<file path="src/rtl/sdiv_pkg.sv">
package sdiv_pkg;

    // Sequencer states of the divider
    typedef enum logic [1:0] {
        ST_IDLE = 2'd0,
        ST_RUN  = 2'd1,
        ST_FIN  = 2'd2
    } sdiv_state_e;

endpackage

</file>
<file path="src/rtl/sdiv_operand_prep.sv">
// Turns signed operands of the selected width into magnitudes and sign bits.
// The low half of the dividend magnitude is left-aligned so that the
// iteration loop always shifts bits out of the top position.
module sdiv_operand_prep #(
    parameter int HALF_W   = 16,
    parameter int NARROW_W = 8
) (
    input  logic              wide,
    input  logic [HALF_W-1:0] dvd_hi,
    input  logic [HALF_W-1:0] dvd_lo,
    input  logic [HALF_W-1:0] dvs,
    output logic              dvd_neg,
    output logic              dvs_neg,
    output logic [HALF_W-1:0] hi_mag,
    output logic [HALF_W-1:0] lo_mag,
    output logic [HALF_W-1:0] dvs_mag,
    output logic              dvs_zero
);
    localparam int FULL_W = 2 * HALF_W;
    localparam int NDW    = 2 * NARROW_W;

    logic [NDW-1:0]      narrow_dvd;
    logic [FULL_W-1:0]   dvd_ext;
    logic [HALF_W-1:0]   dvs_ext;
    logic [FULL_W-1:0]   dvd_mag;

    always_comb begin
        narrow_dvd = {dvd_hi[NARROW_W-1:0], dvd_lo[NARROW_W-1:0]};
        if (wide) begin
            dvd_ext = {dvd_hi, dvd_lo};
            dvs_ext = dvs;
        end else begin
            dvd_ext = {{(FULL_W-NDW){narrow_dvd[NDW-1]}}, narrow_dvd};
            dvs_ext = {{(HALF_W-NARROW_W){dvs[NARROW_W-1]}}, dvs[NARROW_W-1:0]};
        end
        dvd_neg  = dvd_ext[FULL_W-1];
        dvs_neg  = dvs_ext[HALF_W-1];
        dvd_mag  = dvd_neg ? (~dvd_ext + 1'b1) : dvd_ext;
        dvs_mag  = dvs_neg ? (~dvs_ext + 1'b1) : dvs_ext;
        dvs_zero = (dvs_ext == '0);
        if (wide) begin
            hi_mag = dvd_mag[FULL_W-1:HALF_W];
            lo_mag = dvd_mag[HALF_W-1:0];
        end else begin
            hi_mag = HALF_W'(dvd_mag[NDW-1:NARROW_W]);
            lo_mag = {dvd_mag[NARROW_W-1:0], {(HALF_W-NARROW_W){1'b0}}};
        end
    end

endmodule

</file>
<file path="src/rtl/sdiv_restore_step.sv">
// One restoring shift-subtract step on unsigned magnitudes.
module sdiv_restore_step #(
    parameter int W = 16
) (
    input  logic [W-1:0] rem_i,
    input  logic         bit_i,
    input  logic [W-1:0] dvs_i,
    output logic [W-1:0] rem_o,
    output logic         qbit_o
);
    logic [W:0]   trial;
    logic [W-1:0] diff;

    always_comb begin
        trial  = {rem_i, bit_i};
        qbit_o = (trial >= {1'b0, dvs_i});
        // When the subtraction is taken the result is below dvs_i, so the
        // low W bits suffice.
        diff   = trial[W-1:0] - dvs_i;
        rem_o  = qbit_o ? diff : trial[W-1:0];
    end

endmodule

</file>
<file path="src/rtl/dual_width_sdiv.sv">
module dual_width_sdiv
    import sdiv_pkg::*;
#(
    parameter int HALF_W   = 16,
    parameter int NARROW_W = 8
) (
    input  logic              clk,
    input  logic              rst_n,
    input  logic              start,
    input  logic              wide,
    input  logic [HALF_W-1:0] dividend_hi,
    input  logic [HALF_W-1:0] dividend_lo,
    input  logic [HALF_W-1:0] divisor,
    output logic              busy,
    output logic              done,
    output logic              trap,
    output logic [HALF_W-1:0] quotient,
    output logic [HALF_W-1:0] remainder
);
    localparam int CNT_W = $clog2(HALF_W + 1);
    localparam logic [HALF_W-1:0] WIDE_MAX    = {1'b0, {(HALF_W-1){1'b1}}};
    localparam logic [HALF_W-1:0] NARROW_MAX  = HALF_W'({1'b0, {(NARROW_W-1){1'b1}}});
    localparam logic [HALF_W-1:0] NARROW_MASK = HALF_W'({NARROW_W{1'b1}});
    localparam logic [HALF_W-1:0] WIDE_MIN    = {1'b1, {(HALF_W-1){1'b0}}};
    localparam logic [HALF_W-1:0] NARROW_MIN  = HALF_W'({1'b1, {(NARROW_W-1){1'b0}}});
    localparam logic [CNT_W-1:0]  WIDE_ITERS   = CNT_W'(HALF_W);
    localparam logic [CNT_W-1:0]  NARROW_ITERS = CNT_W'(NARROW_W);

    typedef struct packed {
        sdiv_state_e       st;
        logic              wide;
        logic              dvd_neg;
        logic              q_neg;
        logic              too_big;
        logic [CNT_W-1:0]  cnt;
        logic [HALF_W-1:0] rem;
        logic [HALF_W-1:0] lo_sh;
        logic [HALF_W-1:0] q_sh;
        logic [HALF_W-1:0] dvs;
        logic [HALF_W-1:0] quo_out;
        logic [HALF_W-1:0] rem_out;
        logic              done;
        logic              trap;
    } sdiv_regs_t;

    sdiv_regs_t r_q, r_d;

    // Operand preparation
    logic              p_dvd_neg;
    logic              p_dvs_neg;
    logic [HALF_W-1:0] p_hi_mag;
    logic [HALF_W-1:0] p_lo_mag;
    logic [HALF_W-1:0] p_dvs_mag;
    logic              p_dvs_zero;

    sdiv_operand_prep #(
        .HALF_W   (HALF_W),
        .NARROW_W (NARROW_W)
    ) prep_i (
        .wide     (wide),
        .dvd_hi   (dividend_hi),
        .dvd_lo   (dividend_lo),
        .dvs      (divisor),
        .dvd_neg  (p_dvd_neg),
        .dvs_neg  (p_dvs_neg),
        .hi_mag   (p_hi_mag),
        .lo_mag   (p_lo_mag),
        .dvs_mag  (p_dvs_mag),
        .dvs_zero (p_dvs_zero)
    );

    // Iteration step
    logic [HALF_W-1:0] s_rem;
    logic              s_qbit;

    sdiv_restore_step #(
        .W (HALF_W)
    ) step_i (
        .rem_i  (r_q.rem),
        .bit_i  (r_q.lo_sh[HALF_W-1]),
        .dvs_i  (r_q.dvs),
        .rem_o  (s_rem),
        .qbit_o (s_qbit)
    );

    // Sign application and range check on the magnitude quotient
    logic [HALF_W-1:0] q_signed;
    logic [HALF_W-1:0] r_signed;
    logic [HALF_W-1:0] q_limit;
    logic              overflow;

    always_comb begin
        q_signed = r_q.q_neg   ? (~r_q.q_sh + 1'b1) : r_q.q_sh;
        r_signed = r_q.dvd_neg ? (~r_q.rem  + 1'b1) : r_q.rem;
        if (!r_q.wide) begin
            q_signed = q_signed & NARROW_MASK;
            r_signed = r_signed & NARROW_MASK;
        end
        q_limit  = r_q.wide ? WIDE_MAX : NARROW_MAX;
        overflow = r_q.too_big || (r_q.q_sh > q_limit);
    end

    // Next-state computation
    always_comb begin
        r_d      = r_q;
        r_d.done = 1'b0;
        r_d.trap = 1'b0;
        unique case (r_q.st)
            ST_IDLE: begin
                if (start) begin
                    if (p_dvs_zero) begin
                        r_d.trap = 1'b1;
                    end else begin
                        r_d.st      = ST_RUN;
                        r_d.wide    = wide;
                        r_d.dvd_neg = p_dvd_neg;
                        r_d.q_neg   = p_dvd_neg ^ p_dvs_neg;
                        r_d.too_big = (p_hi_mag >= p_dvs_mag);
                        r_d.cnt     = wide ? WIDE_ITERS : NARROW_ITERS;
                        r_d.rem     = p_hi_mag;
                        r_d.lo_sh   = p_lo_mag;
                        r_d.q_sh    = '0;
                        r_d.dvs     = p_dvs_mag;
                    end
                end
            end
            ST_RUN: begin
                r_d.rem   = s_rem;
                r_d.lo_sh = {r_q.lo_sh[HALF_W-2:0], 1'b0};
                r_d.q_sh  = {r_q.q_sh[HALF_W-2:0], s_qbit};
                r_d.cnt   = r_q.cnt - CNT_W'(1);
                if (r_q.cnt == CNT_W'(1)) begin
                    r_d.st = ST_FIN;
                end
            end
            ST_FIN: begin
                r_d.st = ST_IDLE;
                if (overflow) begin
                    r_d.trap = 1'b1;
                end else begin
                    r_d.quo_out = q_signed;
                    r_d.rem_out = r_signed;
                    r_d.done    = 1'b1;
                end
            end
            default: begin
                r_d.st = ST_IDLE;
            end
        endcase
    end

    always_ff @(posedge clk or negedge rst_n) begin
        if (!rst_n) begin
            r_q <= '0;
        end else begin
            r_q <= r_d;
        end
    end

    assign busy      = (r_q.st != ST_IDLE);
    assign done      = r_q.done;
    assign trap      = r_q.trap;
    assign quotient  = r_q.quo_out;
    assign remainder = r_q.rem_out;

    // ---------------- assertions ----------------
    logic sel_zero;
    logic rem_msb;
    logic [HALF_W-1:0] min_code;

    always_comb begin
        sel_zero = wide ? (divisor == '0) : (divisor[NARROW_W-1:0] == '0);
        rem_msb  = r_q.wide ? remainder[HALF_W-1] : remainder[NARROW_W-1];
        min_code = r_q.wide ? WIDE_MIN : NARROW_MIN;
    end

    p_narrow_upper_r1: assert property (@(posedge clk) disable iff (!rst_n)
        (done && !r_q.wide) |-> (quotient[HALF_W-1:NARROW_W] == '0 && remainder[HALF_W-1:NARROW_W] == '0));

    p_rem_sign_r3: assert property (@(posedge clk) disable iff (!rst_n)
        (done && remainder != '0) |-> (rem_msb == r_q.dvd_neg));

    p_no_min_code_r4: assert property (@(posedge clk) disable iff (!rst_n)
        done |-> (quotient != min_code));

    p_zero_trap_r5: assert property (@(posedge clk) disable iff (!rst_n)
        (start && !busy && sel_zero) |=> (trap && !busy));

    p_hold_on_trap_r6: assert property (@(posedge clk) disable iff (!rst_n)
        trap |-> ($stable(quotient) && $stable(remainder)));

    p_accept_r7: assert property (@(posedge clk) disable iff (!rst_n)
        (start && !busy && !sel_zero) |=> busy);

    p_idle_at_end_r7: assert property (@(posedge clk) disable iff (!rst_n)
        (done || trap) |-> !busy);

    p_exclusive_r8: assert property (@(posedge clk) disable iff (!rst_n)
        !(done && trap));

    p_done_pulse_r8: assert property (@(posedge clk) disable iff (!rst_n)
        done |=> !done);

    p_start_ignored_r9: assert property (@(posedge clk) disable iff (!rst_n)
        (start && r_q.st == ST_RUN) |=> $stable(r_q.dvs));

endmodule

</file>
<file path="config.mk">
export PLATFORM = sky130hd
export DESIGN_NAME = dual_width_sdiv
export DESIGN_NICKNAME = d
export VERILOG_FILES = /design/src/rtl/sdiv_pkg.sv /design/src/rtl/sdiv_operand_prep.sv /design/src/rtl/sdiv_restore_step.sv /design/src/rtl/dual_width_sdiv.sv
export SDC_FILE = /design/constraint.sdc
export NUM_CORES = 1
export LEC_CHECK = 0
export BUFFER_PORTS_ARGS = -buffer_cell sky130_fd_sc_hd__buf_4
export CORE_AREA = 4 4 116 118
export CTS_CLUSTER_SIZE = 20
export DETAILED_ROUTE_END_ITERATION = 10
export DIE_AREA = 0 0 120 122
export GPL_TIMING_DRIVEN = 0
export PLACE_DENSITY = 0.85
export SLEW_MARGIN = 40
export SYNTH_ARGS = -nofsm -noshare
export SYNTH_HDL_FRONTEND = slang
export SYNTH_SLANG_ARGS = --single-unit
</file>
<file path="constraint.sdc">
create_clock -name clk -period 4.4 [get_ports clk]
set_input_delay 0.44 -clock clk [delete_from_list [all_inputs] [get_ports clk]]
set_output_delay 0.44 -clock clk [all_outputs]
set_load 0.01 [all_outputs]
</file>
### After elaboration in Yosys (flattened, before gate mapping)

Cells that the tools add are included.

| storage, ports and cells | value |
|---|---|
| input port bits | 52 |
| logic and storage cells | 69 |
| register bits after elaboration | 109 |

| cells by class | value |
|---|---|
| $add $sub $neg | 6 |
| order comparisons | 3 |
| reduce and logical (&&, ||, !) cells | 9 |
| eq/ne operators | 6 |
| mux-type cells | 24 |
| bitwise logic cells | 7 |

Operators with widths:

| operator | number |
|---|---|
| $mux W75 | 2 |
| $mux W16 | 9 |
| $pmux W53 S2 | 1 |
| $mux W32 | 2 |
| $add A16 B1 Y16 const B | 3 |
| $not A16 Y16 | 3 |
| $add A32 B1 Y32 const B | 1 |
| $not A32 Y32 | 1 |
| $ge A17 B16 Y1 | 1 |
| $ge A16 B16 Y1 | 1 |
| $gt A16 B15 Y1 | 1 |
| $logic_not A16 Y1 | 1 |
| $sub A16 B16 Y16 | 1 |
| $mux W15 | 1 |
| $reduce_and A3 Y1 | 3 |
| $ne A2 B2 Y1 const B | 3 |
| $eq A5 B1 Y1 const B | 1 |
| $mux W1 | 5 |
| $mux W5 | 1 |
| $sub A5 B1 Y5 const B | 1 |
| $pmux W2 S2 | 1 |
| $reduce_bool A2 Y1 | 2 |
| $eq A2 B1 Y1 const B | 1 |
| $eq A2 B2 Y1 const B | 1 |
| other kinds (7) | 8 |

### Depth between registers and ports, before layout

| depth | value |
|---|---|
| depth after elaboration | 9 |
| gate-level depth with buffers | 19 |
| depth with buffers taken out | 17 |

### Hierarchy

A second synthesis with hierarchy kept.

| unflattened totals | value |
|---|---|
| cell total of the unflattened synthesis | 1051 |
| area total of the unflattened synthesis | 8993.6 sq um |

Modules (own cells, without submodules):

| module | seq. area each (sq um) | cells each | instances | area an instance (sq um) |
|---|---|---|---|---|
| dual_width_sdiv | 2727.6 | 620 | 1 | 6090.8 |
| sdiv_operand_prep | 0.0 | 275 | 1 | 1737.9 |
| sdiv_restore_step | 0.0 | 156 | 1 | 1164.9 |

### Worst setup path after synthesis

OpenSTA, ideal clock, no wires.

| path | value |
|---|---|
| path type | input to register |
| start | input port wide |
| end | register r_q[103] (netlist name) |
| slack | 0.859 ns |
| path buffers | 5 |
| arrival | 3.412 ns |
| required time | 4.271 ns |
| stages on the path | 15 |
| path through | buf_2 > buf_2 > clkbuf_1 > buf_1 > buf_1 > a21oi_1 > a21oi_1 > xnor2_1 > ha_1 > a211oi_1 > o21ai_0 > a311oi_1 > o31ai_1 > a221oi_1 > o21ai_0 |

| between the ends | value |
|---|---|
| longest elaborated chain between the ends | 6 |
| elaborated cells on any way between the ends | 13 |

Ends and longest elaborated chain:

| item | line | source |
|---|---|---|
| start: declaration | dual_width_sdiv.sv:10 | `input logic wide,` |
| $mux W32 | sdiv_operand_prep.sv:29 | `if (wide) begin` |
| $not A32 Y32 | sdiv_operand_prep.sv:38 | `dvd_mag = dvd_neg ? (~dvd_ext + 1'b1) : dvd_ext;` |
| $add A32 B1 Y32 | sdiv_operand_prep.sv:38 |  |
| $mux W32 | sdiv_operand_prep.sv:38 |  |
| $mux W16 | sdiv_operand_prep.sv:41 | `if (wide) begin` |
| $ge A16 B16 Y1 | dual_width_sdiv.sv:118 | `r_d.too_big = (p_hi_mag >= p_dvs_mag);` |
| end signal: assignment | dual_width_sdiv.sv:156 | `r_q <= r_d;` |
| end: declaration | dual_width_sdiv.sv:46 | `sdiv_regs_t r_q, r_d;` |

Several ways; a longest one is shown, not always the timed one.
A chain may end at the register's enable or synchronous reset.

### Final worst setup path

Same ends and word-level chain as after synthesis.

==> results.md <==
* Pleak at between 4 and 5 nW
* Critical Path Source: wide
* Pins over their slew limit at 0
* Worst hold slack at -0.0345 ns
* Initial antenna violation count at 0
* Most common flop cell mapped by yosys: dfrtp_1
* Drt first pass iters at 5
* Core box area at 12500 sq um
* Clock Pin Slew Worst Setup and Hold Paths at approximately 0.080 ns
* Gr ovfl total at 0
* Area after DPL at a little under 9000 sq um
* Critical Setup Path Class: in2reg
* Mean Syn Cell Area at between 8 and 9 sq um
* Post-synth ARST share at 100%
* Clk sinks at ~110
* CP startpoint kind: primary input
* Port Buffers at 79
* Cell Rows at approximately 40
* Starting density of the core at between 60% and 70%
* Crit path max fanout at 10
* Worst EP required at 4.63 ns
* Worst Reg-to-Reg Cells at 11
* Number of synthesized flops with an enable pin at 0
* Largest net degree at the start of global routing at 110
* Synth cell types at 63
* Die Ht at between 100 and 150 um
* Synth warn at 0
* Final period utilization at a little over 90%
* Area delta synth->final at 14.2%
* Initial drt markers at about 660
* DP HPWL at between 15000 and 20000 um
* Nets at between 1000 and 1500
* Root buf cell: clkbuf_16
* Max-cap violations at 0
* Vias at ~7400
* Cell count after synthesis at ~940
* Sequential element share of the synthesized area at 34.2%
* Setup slack, reg-to-reg at 0.58 ns
* Worst-margin pin slew at 0.883 ns
* H-tree Lvls at 3
* Min-delay worst type: in2async
* Crit path to: r_q[103]$_DFFE_PN0P_
* PD cells at between 700 and 800 nW/um^2
* Post-DRT Antenna Nets at 0
* CP Capture Type: flop
* Share of cells above drive strength 1 at 14.9%
* Worst-Skew Late Latency at 0.36 ns
* Total track usage at 29.8%
* #FFs+latches synth at between 100 and 150
* Antenna Cells at 0
* Post-Route WL at roughly 22000 um
* Worst clock skew at approximately 0.011 ns
* Finished Core Util at between 70% and 80%
* First-pass GRT wire length at 35000 um
* Cell Area, Synth at about 8000 sq um
* Number of remaining DRC errors at 0
* DR WL/cell at about 18 um
* RSZ-0062 raised after global routing: false
* Die width at between 100 and 150 um
* Minimum clock period at approximately 4.1 ns
* Finished Cell Area at between 9000 and 10000 sq um
* Peak VDD IR at just over 300 uV
* Status: finished, violations left
* Final hold vios at 30
* CTS buffer count at 9
* Vias in the first global route at 7134
* Reg2reg start: r_q[106]$_DFFE_PN0P_
* Setup Viol. Count Final at 0
* R2R Path End: quotient[7]$_DFFE_PN0P_
* Hold-fix buffers, CTS at 0
* Post-synth net total at 1042
* CTS tree: done
* Arrival @ worst endpoint at 4.32 ns
* Die ar. at 14600 sq um
* Failing checks: hold timing
* Vias per Instance at approximately 6
* CTS Buffer Depth at 2
* Io pins at 87
* GPL Wtd Cong at between 0.9 and 1
* Max_slew headroom at 41.1%
* Max Clock Freq at 244 MHz
[flip-flops by register name, indices dropped and copies added, names as in the netlist]
register	cells
r_q	75
done	1
trap	1
remainder	16
quotient	16
[cell usage in the layout, fill, tap and decap left out, types with 5 or more instances in the layout]
cell type  count
buf_4        110
dfrtp_1      109
nand2_1       82
o21ai_0       75
nor2_1        73
a21oi_1       63
inv_1         53
xnor2_1       47
ha_1          47
clkbuf_1      35
xor2_1        34
nor3_1        30
nand3_1       27
mux2i_1       17
o31ai_1       15
a21o_1        14
a22o_1        13
nor2b_1       12
a22oi_1       12
and3_1        10
buf_2          9
or3_1          9
nand2b_1       9
clkbuf_16      9
nor4_1         8
a31oi_1        8
a221o_1        8
o22ai_1        7
or4_1          6
o211ai_1       6
or2_2          5
nand4_1        5
[worst max-delay path, cell delays in order]
cell      delay [ns]
buf_2           0.15
buf_2           0.20
clkbuf_2        0.22
clkbuf_2        0.25
buf_1           0.28
a21oi_1         0.66
mux2i_1         0.37
ha_1            0.28
a21o_1          0.16
a21oi_1         0.14
o21ai_0         0.11
a311oi_1        0.33
o31ai_1         0.12
a221oi_1        0.47
o21ai_0         0.14
[routing by layer]
layer  routed length, um  vias to the layer above  GRT usage, %  part of all wire (%)
met5                   0                        -             0                     0
met4                 797                        0          12.5                   3.7
met3                1570                       63          4.27                   7.2
met2               10400                      343          50.9                    48
met1                8970                     3484          38.2                    41
li1                    -                     3511             -                     -
[synthesized netlist by cell type (30+ instances only)]
cell type,n,share of area (%)
xnor2_1,47,5.2
a21oi_1,63,4.0
clkbuf_1,37,1.7
xor2_1,34,3.7
inv_1,53,2.5
o21ai_0,75,4.7
buf_4,32,3.0
nand2_1,82,3.9
nor3_1,30,1.9
nor2_1,73,3.4
dfrtp_1,109,34
ha_1,47,7.4
[report_power, final]
group	internal (mW)	switching (mW)	leakage, nW
Combinational	1.73	2.21	2.68
Sequential	1.43	0.398	1.38
Clock	0.398	0.399	0.145
Total	3.56	3.01	4.20
[logic make-up (layout without fill, tap and decap cells)]
logic type               Yosys count  after routing  synth area share [%]
multiplexers                      20             20                  2.56
buffers and inverters            134            229                  7.95
XOR/XNOR                          81             81                  8.89
AND/OR/NAND/NOR                  297            297                  18.4
adder cells (fa/ha/maj)           48             48                  7.62
flip-flops                       109            109                  34.2
AO/OA/AOI/OAI                    253            253                  20.4
[final cells by class]
type | count | area, sq um
multi-input cells | 699 | 4620
well taps | 172 | 215
fillers | 970 | 3350
clock inverters | 7 | 67.6
plain buffers | 80 | 434
inverters | 53 | 199
flip-flops and latches | 109 | 2730
repair buffers | 80 | 628
clock buffers | 9 | 225
[metrics by stage]
step	setup TNS [ns]	cells	setup slack, ns	power, mW	hold WS, ns
after detailed placement	-0.300	1193	-0.300	5.64	0.469
after global placement	-0.285	1193	-0.285	5.52	0.462
after floorplan	0	942	0.859	4.57	0.144
after global routing	0	1209	0.102	7.05	0.00356
final	0	1209	0.307	6.57	-0.0345
after CTS	0	1209	0.0740	6.49	0.172
[worst min path at each step]
stage	end	slack [ns]	cells after the start
after detailed placement	r_q[78]$_DFFE_PN0P_	0.47	2
after CTS	quotient[4]$_DFFE_PN0P_	0.17	1
final	quotient[4]$_DFFE_PN0P_	-0.03	1
after floorplan	done$_DFF_PN0_	0.14	0
after global routing	quotient[4]$_DFFE_PN0P_	0.004	1
after global placement	r_q[78]$_DFFE_PN0P_	0.46	2
[repair_timing]
item	CTS	global route
setup buffers	0	0
gates resized for setup	0	3
setup endpoints to repair	0	1
Power figures use the tool's default switching activity.
